$ cat src/rtl/fis_pkg.sv
package fis_pkg;
  typedef enum logic [1:0] {MODE_SEQ = 2'd0, MODE_ACC = 2'd1, MODE_ACL = 2'd2} fis_mode_e;
  typedef enum logic [1:0] {STOP_NONE = 2'd0, STOP_FAIL = 2'd1, STOP_COUNT = 2'd2} fis_stop_e;
  typedef enum logic [2:0] {ST_IDLE, ST_PICK, ST_INJ, ST_WAIT, ST_RST, ST_NEXT, ST_DONE} fis_state_e;
  localparam logic [31:0] LFSR_MASK = 32'h80200003;
endpackage

$ cat src/rtl/fis_lfsr.sv
module fis_lfsr (
  input  logic        clk,
  input  logic        rst,
  input  logic        load,
  input  logic [31:0] seed,
  input  logic        step,
  output logic [31:0] value
);
  import fis_pkg::*;

  always_ff @(posedge clk) begin
    if (rst) value <= 32'd1;
    else if (load) value <= (seed == 32'd0) ? 32'd1 : seed;
    else if (step) value <= value[0] ? ((value >> 1) ^ LFSR_MASK) : (value >> 1);
  end

  // the all-zero state would lock the generator
  assert_lfsr_live_R5: assert property (@(posedge clk) disable iff (rst) value != 32'd0);
endmodule

$ cat src/rtl/fis_frame_table.sv
module fis_frame_table #(
  parameter int DEPTH = 16,
  parameter int DW    = 12,
  localparam int AW   = $clog2(DEPTH)
) (
  input  logic          clk,
  input  logic          we,
  input  logic [AW-1:0] waddr,
  input  logic [DW-1:0] wdata,
  input  logic [AW-1:0] raddr,
  output logic [DW-1:0] rdata
);
  logic [DW-1:0] mem [DEPTH];

  always_ff @(posedge clk) begin
    if (we) mem[waddr] <= wdata;
  end

  assign rdata = mem[raddr];
endmodule

$ cat src/rtl/fis_loc_sequencer.sv
module fis_loc_sequencer #(
  parameter int ADDR_W     = 12,
  parameter int FRAME_BITS = 1312,
  parameter int TBL_DEPTH  = 16,
  parameter int CNT_W      = 16,
  localparam int OFF_W     = (FRAME_BITS > 1) ? $clog2(FRAME_BITS) : 1,
  localparam int TBL_AW    = $clog2(TBL_DEPTH),
  localparam int TC_W      = TBL_AW + 1
) (
  input  logic              clk,
  input  logic              rst,
  input  logic              start,
  input  logic [1:0]        cfg_mode,
  input  logic [1:0]        cfg_stop,
  input  logic [ADDR_W-1:0] cfg_first,
  input  logic [ADDR_W-1:0] cfg_last,
  input  logic [31:0]       cfg_seed,
  input  logic [TC_W-1:0]   cfg_clean_n,
  input  logic [CNT_W-1:0]  cfg_max_flips,
  output logic              cmd_valid,
  input  logic              cmd_ready,
  output logic              cmd_restore,
  output logic [ADDR_W-1:0] cmd_frame,
  output logic [OFF_W-1:0]  cmd_bit,
  output logic              cmd_last,
  input  logic              res_valid,
  input  logic              res_fail,
  output logic [CNT_W-1:0]  inj_count,
  output logic              done
);
  import fis_pkg::*;

  fis_state_e        state;
  fis_mode_e         mode_q;
  fis_stop_e         stop_q;
  logic [ADDR_W-1:0] first_q, last_q, cur_frame;
  logic [OFF_W-1:0]  cur_bit;
  logic [TC_W-1:0]   clean_q, tbl_cnt, rd_ptr;
  logic [CNT_W-1:0]  max_q;
  logic              stop_pend;
  logic [31:0]       lfsr_q;
  logic [ADDR_W-1:0] tbl_rdata;

  wire launch = start && (state == ST_IDLE || state == ST_DONE);
  wire lfsr_step = (state == ST_PICK) && (mode_q != MODE_SEQ);

  fis_lfsr u_lfsr (
    .clk(clk), .rst(rst), .load(launch), .seed(cfg_seed), .step(lfsr_step), .value(lfsr_q)
  );

  fis_frame_table #(.DEPTH(TBL_DEPTH), .DW(ADDR_W)) u_table (
    .clk(clk), .we(state == ST_INJ && cmd_ready), .waddr(tbl_cnt[TBL_AW-1:0]),
    .wdata(cmd_frame), .raddr(rd_ptr[TBL_AW-1:0]), .rdata(tbl_rdata)
  );

  wire [ADDR_W-1:0] cand_frame = lfsr_q[ADDR_W-1:0];
  wire [OFF_W-1:0]  cand_bit   = lfsr_q[ADDR_W +: OFF_W];
  wire cand_ok = (cand_frame >= first_q) && (cand_frame <= last_q) &&
                 (32'(cand_bit) < 32'(FRAME_BITS));
  wire clean_hit = (tbl_cnt == clean_q) || (tbl_cnt == TC_W'(TBL_DEPTH));
  wire bit_end   = (cur_bit == OFF_W'(FRAME_BITS - 1));
  wire seq_end   = (cur_frame == last_q) && bit_end;

  always_ff @(posedge clk) begin
    if (rst) begin
      state <= ST_IDLE; mode_q <= MODE_SEQ; stop_q <= STOP_NONE;
      first_q <= '0; last_q <= '0; cur_frame <= '0; cur_bit <= '0;
      clean_q <= '0; tbl_cnt <= '0; rd_ptr <= '0; max_q <= '0; stop_pend <= 1'b0;
      cmd_valid <= 1'b0; cmd_restore <= 1'b0; cmd_frame <= '0; cmd_bit <= '0;
      cmd_last <= 1'b0; inj_count <= '0; done <= 1'b0;
    end else begin
      case (state)
        ST_IDLE, ST_DONE: if (launch) begin
          mode_q <= fis_mode_e'(cfg_mode); stop_q <= fis_stop_e'(cfg_stop);
          first_q <= cfg_first; last_q <= cfg_last; clean_q <= cfg_clean_n;
          max_q <= cfg_max_flips; cur_frame <= cfg_first; cur_bit <= '0;
          tbl_cnt <= '0; inj_count <= '0; stop_pend <= 1'b0; done <= 1'b0;
          state <= ST_PICK;
        end
        ST_PICK: begin
          if (mode_q == MODE_SEQ) begin
            cmd_frame <= cur_frame; cmd_bit <= cur_bit;
            cmd_restore <= 1'b0; cmd_last <= 1'b1; cmd_valid <= 1'b1;
            state <= ST_INJ;
          end else if (cand_ok) begin
            cmd_frame <= cand_frame; cmd_bit <= cand_bit;
            cmd_restore <= 1'b0; cmd_last <= 1'b1; cmd_valid <= 1'b1;
            state <= ST_INJ;
          end
        end
        ST_INJ: if (cmd_ready) begin
          cmd_valid <= 1'b0;
          tbl_cnt   <= tbl_cnt + 1'b1;
          inj_count <= inj_count + 1'b1;
          state     <= ST_WAIT;
        end
        ST_WAIT: if (res_valid) begin
          stop_pend <= (stop_q == STOP_FAIL && res_fail) ||
                       (stop_q == STOP_COUNT && inj_count == max_q);
          rd_ptr <= '0;
          if (mode_q == MODE_SEQ || (mode_q == MODE_ACL && clean_hit)) state <= ST_RST;
          else state <= ST_NEXT;
        end
        ST_RST: begin
          if (!cmd_valid) begin
            cmd_frame <= tbl_rdata; cmd_bit <= '0; cmd_restore <= 1'b1;
            cmd_last <= (rd_ptr == tbl_cnt - 1'b1); cmd_valid <= 1'b1;
          end else if (cmd_ready) begin
            cmd_valid <= 1'b0;
            if (cmd_last) begin
              tbl_cnt <= '0;
              state <= ST_NEXT;
            end else begin
              rd_ptr <= rd_ptr + 1'b1;
            end
          end
        end
        ST_NEXT: begin
          if (stop_pend || (mode_q == MODE_SEQ && seq_end)) begin
            done <= 1'b1;
            state <= ST_DONE;
          end else begin
            if (mode_q == MODE_SEQ) begin
              if (bit_end) begin
                cur_bit <= '0;
                cur_frame <= cur_frame + 1'b1;
              end else begin
                cur_bit <= cur_bit + 1'b1;
              end
            end
            state <= ST_PICK;
          end
        end
        default: state <= ST_IDLE;
      endcase
    end
  end

  assert_hold_R11: assert property (@(posedge clk) disable iff (rst)
    cmd_valid && !cmd_ready |=> cmd_valid && $stable(cmd_frame) && $stable(cmd_bit)
                                && $stable(cmd_restore) && $stable(cmd_last));
  assert_window_R2: assert property (@(posedge clk) disable iff (rst)
    cmd_valid && !cmd_restore |-> cmd_frame >= first_q && cmd_frame <= last_q);
  assert_no_repair_R6: assert property (@(posedge clk) disable iff (rst)
    cmd_valid && mode_q == MODE_ACC |-> !cmd_restore);
  assert_count_R10: assert property (@(posedge clk) disable iff (rst)
    cmd_valid && cmd_ready && !cmd_restore |=> inj_count == CNT_W'($past(inj_count) + 1'b1));
  assert_quiet_R4: assert property (@(posedge clk) disable iff (rst)
    done |-> !cmd_valid);
endmodule

$ cat config.mk
export PLATFORM = sky130hd
export DESIGN_NAME = fis_loc_sequencer
export DESIGN_NICKNAME = d
export VERILOG_FILES = /design/src/rtl/fis_pkg.sv /design/src/rtl/fis_lfsr.sv /design/src/rtl/fis_frame_table.sv /design/src/rtl/fis_loc_sequencer.sv
export SDC_FILE = /design/constraint.sdc
export NUM_CORES = 1
export LEC_CHECK = 0
export BUFFER_PORTS_ARGS = -buffer_cell sky130_fd_sc_hd__buf_4
export CAP_MARGIN = 30
export CORE_ASPECT_RATIO = 1.1
export CORE_MARGIN = 10
export CORE_UTILIZATION = 39
export DETAILED_ROUTE_END_ITERATION = 7
export GPL_TIMING_DRIVEN = 0
export HOLD_SLACK_MARGIN = 0.15
export PLACE_DENSITY = 0.59
export SETUP_SLACK_MARGIN = 0.02
export SYNTH_ARGS = -nofsm -noshare
export SYNTH_HDL_FRONTEND = slang
export SYNTH_SLANG_ARGS = --single-unit
$ cat constraint.sdc
create_clock -name clk -period 7.9 [get_ports clk]
set_clock_uncertainty 0.2 [all_clocks]
set_input_delay 0.79 -clock clk [delete_from_list [all_inputs] [get_ports clk]]
set_output_delay 0.79 -clock clk [all_outputs]
set_load 0.02 [all_outputs]
## Yosys cells after proc, flatten, opt, wreduce, memory -nomap -nowiden

Memories as Yosys holds them, arrays and structs flattened. A register that Yosys moved wholly into a read port is not among the register bits.
Index checks and enable logic that the tools add are counted.

- Flip-flop bits (word level): 161
- RAM bits: 192
- Input bits: 87
- Output and inout port bits: 43
- Word-level logic and storage cells: 166
- Memories: 1

- Add/sub/neg operators: 6
- Magnitude comparators: 3
- Eq/ne operators: 28
- Muxes and demuxes: 68
- Bitwise operators: 1
- Reduce and logical (&&, ||, !) cells: 39

Memory list:

| memory | words | bits a word | read ports | clocked after Yosys merged registers in | wr ports | RTL line | source |
|---|---|---|---|---|---|---|---|
| u_table.mem | 16 | 12 | 1 | 1 | 1 | fis_frame_table.sv:13 | `logic [DW-1:0] mem [DEPTH];` |

Operators by type and width:

| cell | number |
|---|---|
| $mux 32 | 4 |
| $mux 12 | 7 |
| $mux 11 | 7 |
| $pmux 12 s2 | 2 |
| $mux 5 | 9 |
| $pmux 11 s2 | 2 |
| $logic_not 32->1 | 1 |
| $mux 16 | 2 |
| $pmux 16 s2 | 1 |
| $mux 3 | 9 |
| $ne 2x2->1 const B | 12 |
| $pmux 3 s6 | 1 |
| $add 16x1->16 const B | 1 |
| $eq 16x16->1 | 1 |
| $mux 1 | 15 |
| $pmux 5 s3 | 1 |
| $reduce_and 3->1 | 5 |
| $reduce_bool 2->1 | 7 |
| $add 12x1->12 const B | 1 |
| $eq 12x12->1 | 1 |
| $ge 12x12->1 | 1 |
| $le 12x12->1 | 1 |
| $add 11x1->11 const B | 1 |
| $eq 11x11->1 const B | 1 |
| 27 further kinds | 52 |

## Depth between registers and ports, before layout

- Word-level depth: 7
- Gate-level depth with buffers: 12
- Depth with buffers taken out: 9

## Modules after synthesis

Synthesis repeated with hierarchy kept, for this count alone.

- Cells, all modules: 1414
- Area total of the unflattened synthesis: 16113.0 um^2

Modules (own cells, without submodules):

| module | times used | cells each | area an instance (um^2) | seq. area each (um^2) |
|---|---|---|---|---|
| fis_frame_table | 1 | 317 | 7359.6 | 5765.5 |
| fis_loc_sequencer | 1 | 909 | 7190.6 | 2582.5 |
| fis_lfsr | 1 | 188 | 1562.7 | 640.6 |

## Least setup slack after synthesis

Ideal clock, no wire load.

- Kind: register to register
- Start: reg u_lfsr.value[0]
- End: reg cmd_bit[5]
- Library setup time: 0.123 ns
- Arrival: 2.461 ns
- Required time: 7.577 ns
- Slack: 5.116 ns
- Stages on the path, launching flop included: 12
- Path buffers: 3
- Period minus slack after synthesis: 2.784 ns
- Cell sequence: dfxtp_1 > clkbuf_1 > inv_1 > ha_1 > nand4_1 > or3_1 > o21ai_0 > a31oi_1 > or3_1 > buf_2 > buf_2 > mux2_1

- Word-level cells in the longest chain between the ends: 5
- Elaborated cells on any way between the ends: 6
- Those cells by class: order compare: 2; eq/ne: 1; reduce/logical: 3

RTL lines:

| item | RTL line | source |
|---|---|---|
| start, declared | fis_lfsr.sv:7 | `output logic [31:0] value` |
| start signal, assigned | fis_lfsr.sv:13 | `else if (load) value <= (seed == 32'd0) ? 32'd1 : seed;` |
| start signal, assigned | fis_lfsr.sv:14 | `else if (step) value <= value[0] ? ((value >> 1) ^ LFSR_MASK) : (value >> 1);` |
| $ge 12x12->1 or $le 12x12->1 (tied branches) | fis_loc_sequencer.sv:58 | `wire cand_ok = (cand_frame >= first_q) && (cand_frame <= last_q) &&` |
| $logic_and 1x1->1 * (2 in series) | fis_loc_sequencer.sv:58 |  |
| $ne 3x2->1 (no source line) * | - |  |
| $reduce_and 3->1 (no source line) * | - |  |
| end signal, assigned | fis_loc_sequencer.sv:82 | `cmd_frame <= cur_frame; cmd_bit <= cur_bit;` |
| end signal, assigned | fis_loc_sequencer.sv:86 | `cmd_frame <= cand_frame; cmd_bit <= cand_bit;` |
| end, declared | fis_loc_sequencer.sv:24 | `output logic [OFF_W-1:0] cmd_bit,` |

Every way passes the cells marked *; elsewhere a longest branch is shown, timed or not.
A chain may end at the register's enable or synchronous reset.

## Worst setup path after layout

- Start: reg u_lfsr.value[0]
- End: reg cmd_bit[8]

Same word-level chain as after synthesis.

==> out/metrics.csv <==
metric;value;unit
clock net sink count;357;
clock-pin slew of the registers on the worst-case setup and hold paths;0.06;ns
Final Hold Fails;0;
Post-synth top flop;sky130_fd_sc_hd__edfxtp_1;
distinct cell type count after synthesis;62;
kind of launch point of the worst setup path;flop;
total power density per cell area;313;mW/mm²
power share of the combinational group;27.8;%
die area;0.0485;mm²
Final Max Slew Viols;0;
routability congestion estimate from global placement;0.926;
drt initial violations;864;
data arrival time of the critical path;3.84;ns
leakage component of the power;6.76;nW
Final Total Pwr;0.00589;W
vias in the first global route;11500;
cell count after placement;2016;
Worst Setup End Kind;flop;
Final Instance Count excl. Fillers;2087;
Yosys warning count;0;
highest clock rate;277;MHz
Mapped Area;0.0156;mm²
number of nets with antenna violations after routing;0;
synthesized net count;1482;
Ant. Diodes;0;
worst skew pair latency;0.55;ns
switching component of the power;0.00198;W
vias per std cell;5.51;
number of filler instances in the final layout;3583;
Core Area;0.0394;mm²
area grow syn2layout;20.2;%
maximum buffer depth of the clock tree;3;
GRT overflow;0;
worst min path class;reg2reg;
leading cell types by count after synthesis;sky130_fd_sc_hd__nand2_1, sky130_fd_sc_hd__edfxtp_1, sky130_fd_sc_hd__dfxtp_1, sky130_fd_sc_hd__nor2_1, sky130_fd_sc_hd__a21oi_1;
post-synthesis area per instance;11.5;µm²
synthesized instance count;1363;
overall track demand over capacity in global routing;18.5;%
IR Drop Worst-Case VDD;0.000179;V
Worst Max-Slew Pin Slew;1.06;ns
Chip Height;230;µm
run status;finished, final reports clean;
part of the total power dissipated in the clock network;30.8;%
sequential-to-total area share from yosys stat;58.0;%
number of antenna violations at the first check in global routing;0;
sequential cell fraction of total power;41.5;%
most area-hungry cell type in the Yosys netlist;sky130_fd_sc_hd__edfxtp_1;
cells resized by post-CTS repair;0;
post-route setup TNS;0;ns
number of failing setup endpoints in the final timing report;0;
quantity of hold-fixing buffers added after cts;0;
die outline width;211;µm
number of synthesized register bits;357;
Int Power;0.00391;W
synth top area cells;sky130_fd_sc_hd__edfxtp_1, sky130_fd_sc_hd__dfxtp_1, sky130_fd_sc_hd__mux4_2;
effective utilization at floorplan;39.7;%
highest fanout seen on the critical path;10;
count of H-tree levels built during CTS;2;
wire length of the first global-routing pass;69300;µm
total via count in the routed design;11500;
asr flop ratio synth;0;%
layout cells sized above 1;20.0;%
count of maximum capacitance violations;0;
endpoint required time on the critical path;8.13;ns
final net count;1669;
clock buffers created by TritonCTS;38;
RSZ-0062 raised after global routing;no;
DRC viols;0;
standard-cell rows;76;
sum of net half-perimeters after detailed placement;33900;µm
clock root buffer;sky130_fd_sc_hd__clkbuf_16;
area fraction of the dominant cell type after synthesis;36.9;%
port buffer count;129;
post-route clock period utilization;45.7;%
number of buffers added for setup after CTS;0;
final critical path time including I/O delays and setup;3.61;ns
kind of critical path;reg2reg;
average wire per standard cell;22.1;µm
switch share;33.6;%
Worst Hold Margin;0.256;ns
pin count of the biggest net entering global routing;19;
number of synthesized flops with an enable pin;192;
count of pins on the block boundary;130;
first-pass iteration count of the detailed router;5;
Max-Slew Margin vs Limit;29.0;%
most frequent cell after synthesis;sky130_fd_sc_hd__nand2_1;
Total Routed Length;46200;µm
clock tree from TritonCTS;built;
==> per-layer routing <==
metal	vias to the layer above	global-route usage, %	wire length (µm)
met5	-	0	0
met3	90	3.24	2610
met4	0	6.80	1530
met2	387	32.4	23100
met1	5640	22.3	18900
li1	5378	-	-
==> layout make-up <==
cell class	count	area, µm²	area share [%]
buffer	87	350	1.86
clock buffer	56	1130	6.01
clock inverter	14	145	0.772
inverter	30	113	0.599
multi-input combinational	889	6150	32.7
sequential	357	9070	48.2
tap	507	634	3.37
timing repair buffer	147	1210	6.46
==> metrics by stage <==
step | area (µm²) | util [%] | worst slack, ns
final | 18800 | 47.8 | 4.29
after CTS | 18800 | 47.7 | 4.24
after global routing | 18800 | 47.8 | 4.00
after global placement | 17200 | 43.8 | 3.83
after detailed placement | 17500 | 44.5 | 4.27
after floorplan | 15600 | - | 5.12
==> flip-flops by register name (all words and copies together) (netlist names), named ones only <==
name	cells
cmd_frame	12
u_lfsr.value	32
u_table.mem	192
state	3
done	1
rd_ptr	5
cur_bit	11
cmd_bit	11
stop_q	2
inj_count	16
mode_q	2
cmd_valid	1
cmd_restore	1
clean_q	5
first_q	12
cmd_last	1
tbl_cnt	5
stop_pend	1
max_q	16
cur_frame	12
last_q	12
==> path summary, 6_finish.rpt <==
path | start | to | slack (ns) | cells past startpoint
worst max-delay path | u_lfsr.value[0] | cmd_bit[8] | 4.29 | 12
worst min-delay path | first_q[8] | first_q[8] | 0.26 | 2
worst max register to register | u_lfsr.value[0] | cmd_bit[8] | 4.29 | 12
worst min register to register | first_q[8] | first_q[8] | 0.26 | 2
==> cells by family (layout without fill, tap and decap cells) <==
family                     Yosys count  after routing  share of synthesized area, %
AOI/OAI and AO/OA                  233            233                          8.92
xor gates and xnor gates            59             59                          3.30
adders and majority gates           32             32                          2.56
buffers and inverters              117            334                          2.96
DFF                                357            357                          58.0
muxes                               89             89                          10.6
and+or+nand+nor                    476            476                          13.7
==> worst max-delay path: stages, from the launching register on <==
cell and delay, ns:
sky130_fd_sc_hd__dfxtp_1 0.30, sky130_fd_sc_hd__clkbuf_1 0.30, sky130_fd_sc_hd__inv_1 0.15, sky130_fd_sc_hd__ha_1 0.30
sky130_fd_sc_hd__nor2b_1 0.11, sky130_fd_sc_hd__o21ai_0 0.12, sky130_fd_sc_hd__a41oi_1 0.27, sky130_fd_sc_hd__o21ai_0 0.16
sky130_fd_sc_hd__a31oi_1 0.46, sky130_fd_sc_hd__or3_1 0.18, sky130_fd_sc_hd__buf_2 0.24, sky130_fd_sc_hd__buf_2 0.33
sky130_fd_sc_hd__mux2_2 0.37
==> layout by cell type, fill, tap and decap left out, types with 29 or more instances in the layout <==
| cell | instances |
|---|---|
| sky130_fd_sc_hd__nand2_1 | 207 |
| sky130_fd_sc_hd__edfxtp_1 | 192 |
| sky130_fd_sc_hd__dfxtp_1 | 165 |
| sky130_fd_sc_hd__buf_4 | 133 |
| sky130_fd_sc_hd__a21oi_1 | 102 |
| sky130_fd_sc_hd__nor2_1 | 98 |
| sky130_fd_sc_hd__clkbuf_1 | 70 |
| sky130_fd_sc_hd__mux4_2 | 60 |
| sky130_fd_sc_hd__nor3_1 | 50 |
| sky130_fd_sc_hd__xor2_1 | 43 |
| sky130_fd_sc_hd__clkbuf_16 | 39 |
| sky130_fd_sc_hd__o21ai_0 | 34 |
| sky130_fd_sc_hd__o22ai_1 | 33 |
| sky130_fd_sc_hd__ha_1 | 32 |
| sky130_fd_sc_hd__inv_1 | 29 |
==> power by group through the flow <==
stage,sequential [W],clock [W],combinational (W)
after CTS,0.00244,0.00184,0.00164
after global routing,0.00247,0.00191,0.00181
after detailed placement,0.00248,0,0.00163
after global placement,0.00247,0,0.00158
final,0.00244,0.00181,0.00164
after floorplan,0.00240,0,0.00112
(Power assumes the default switching activity.)
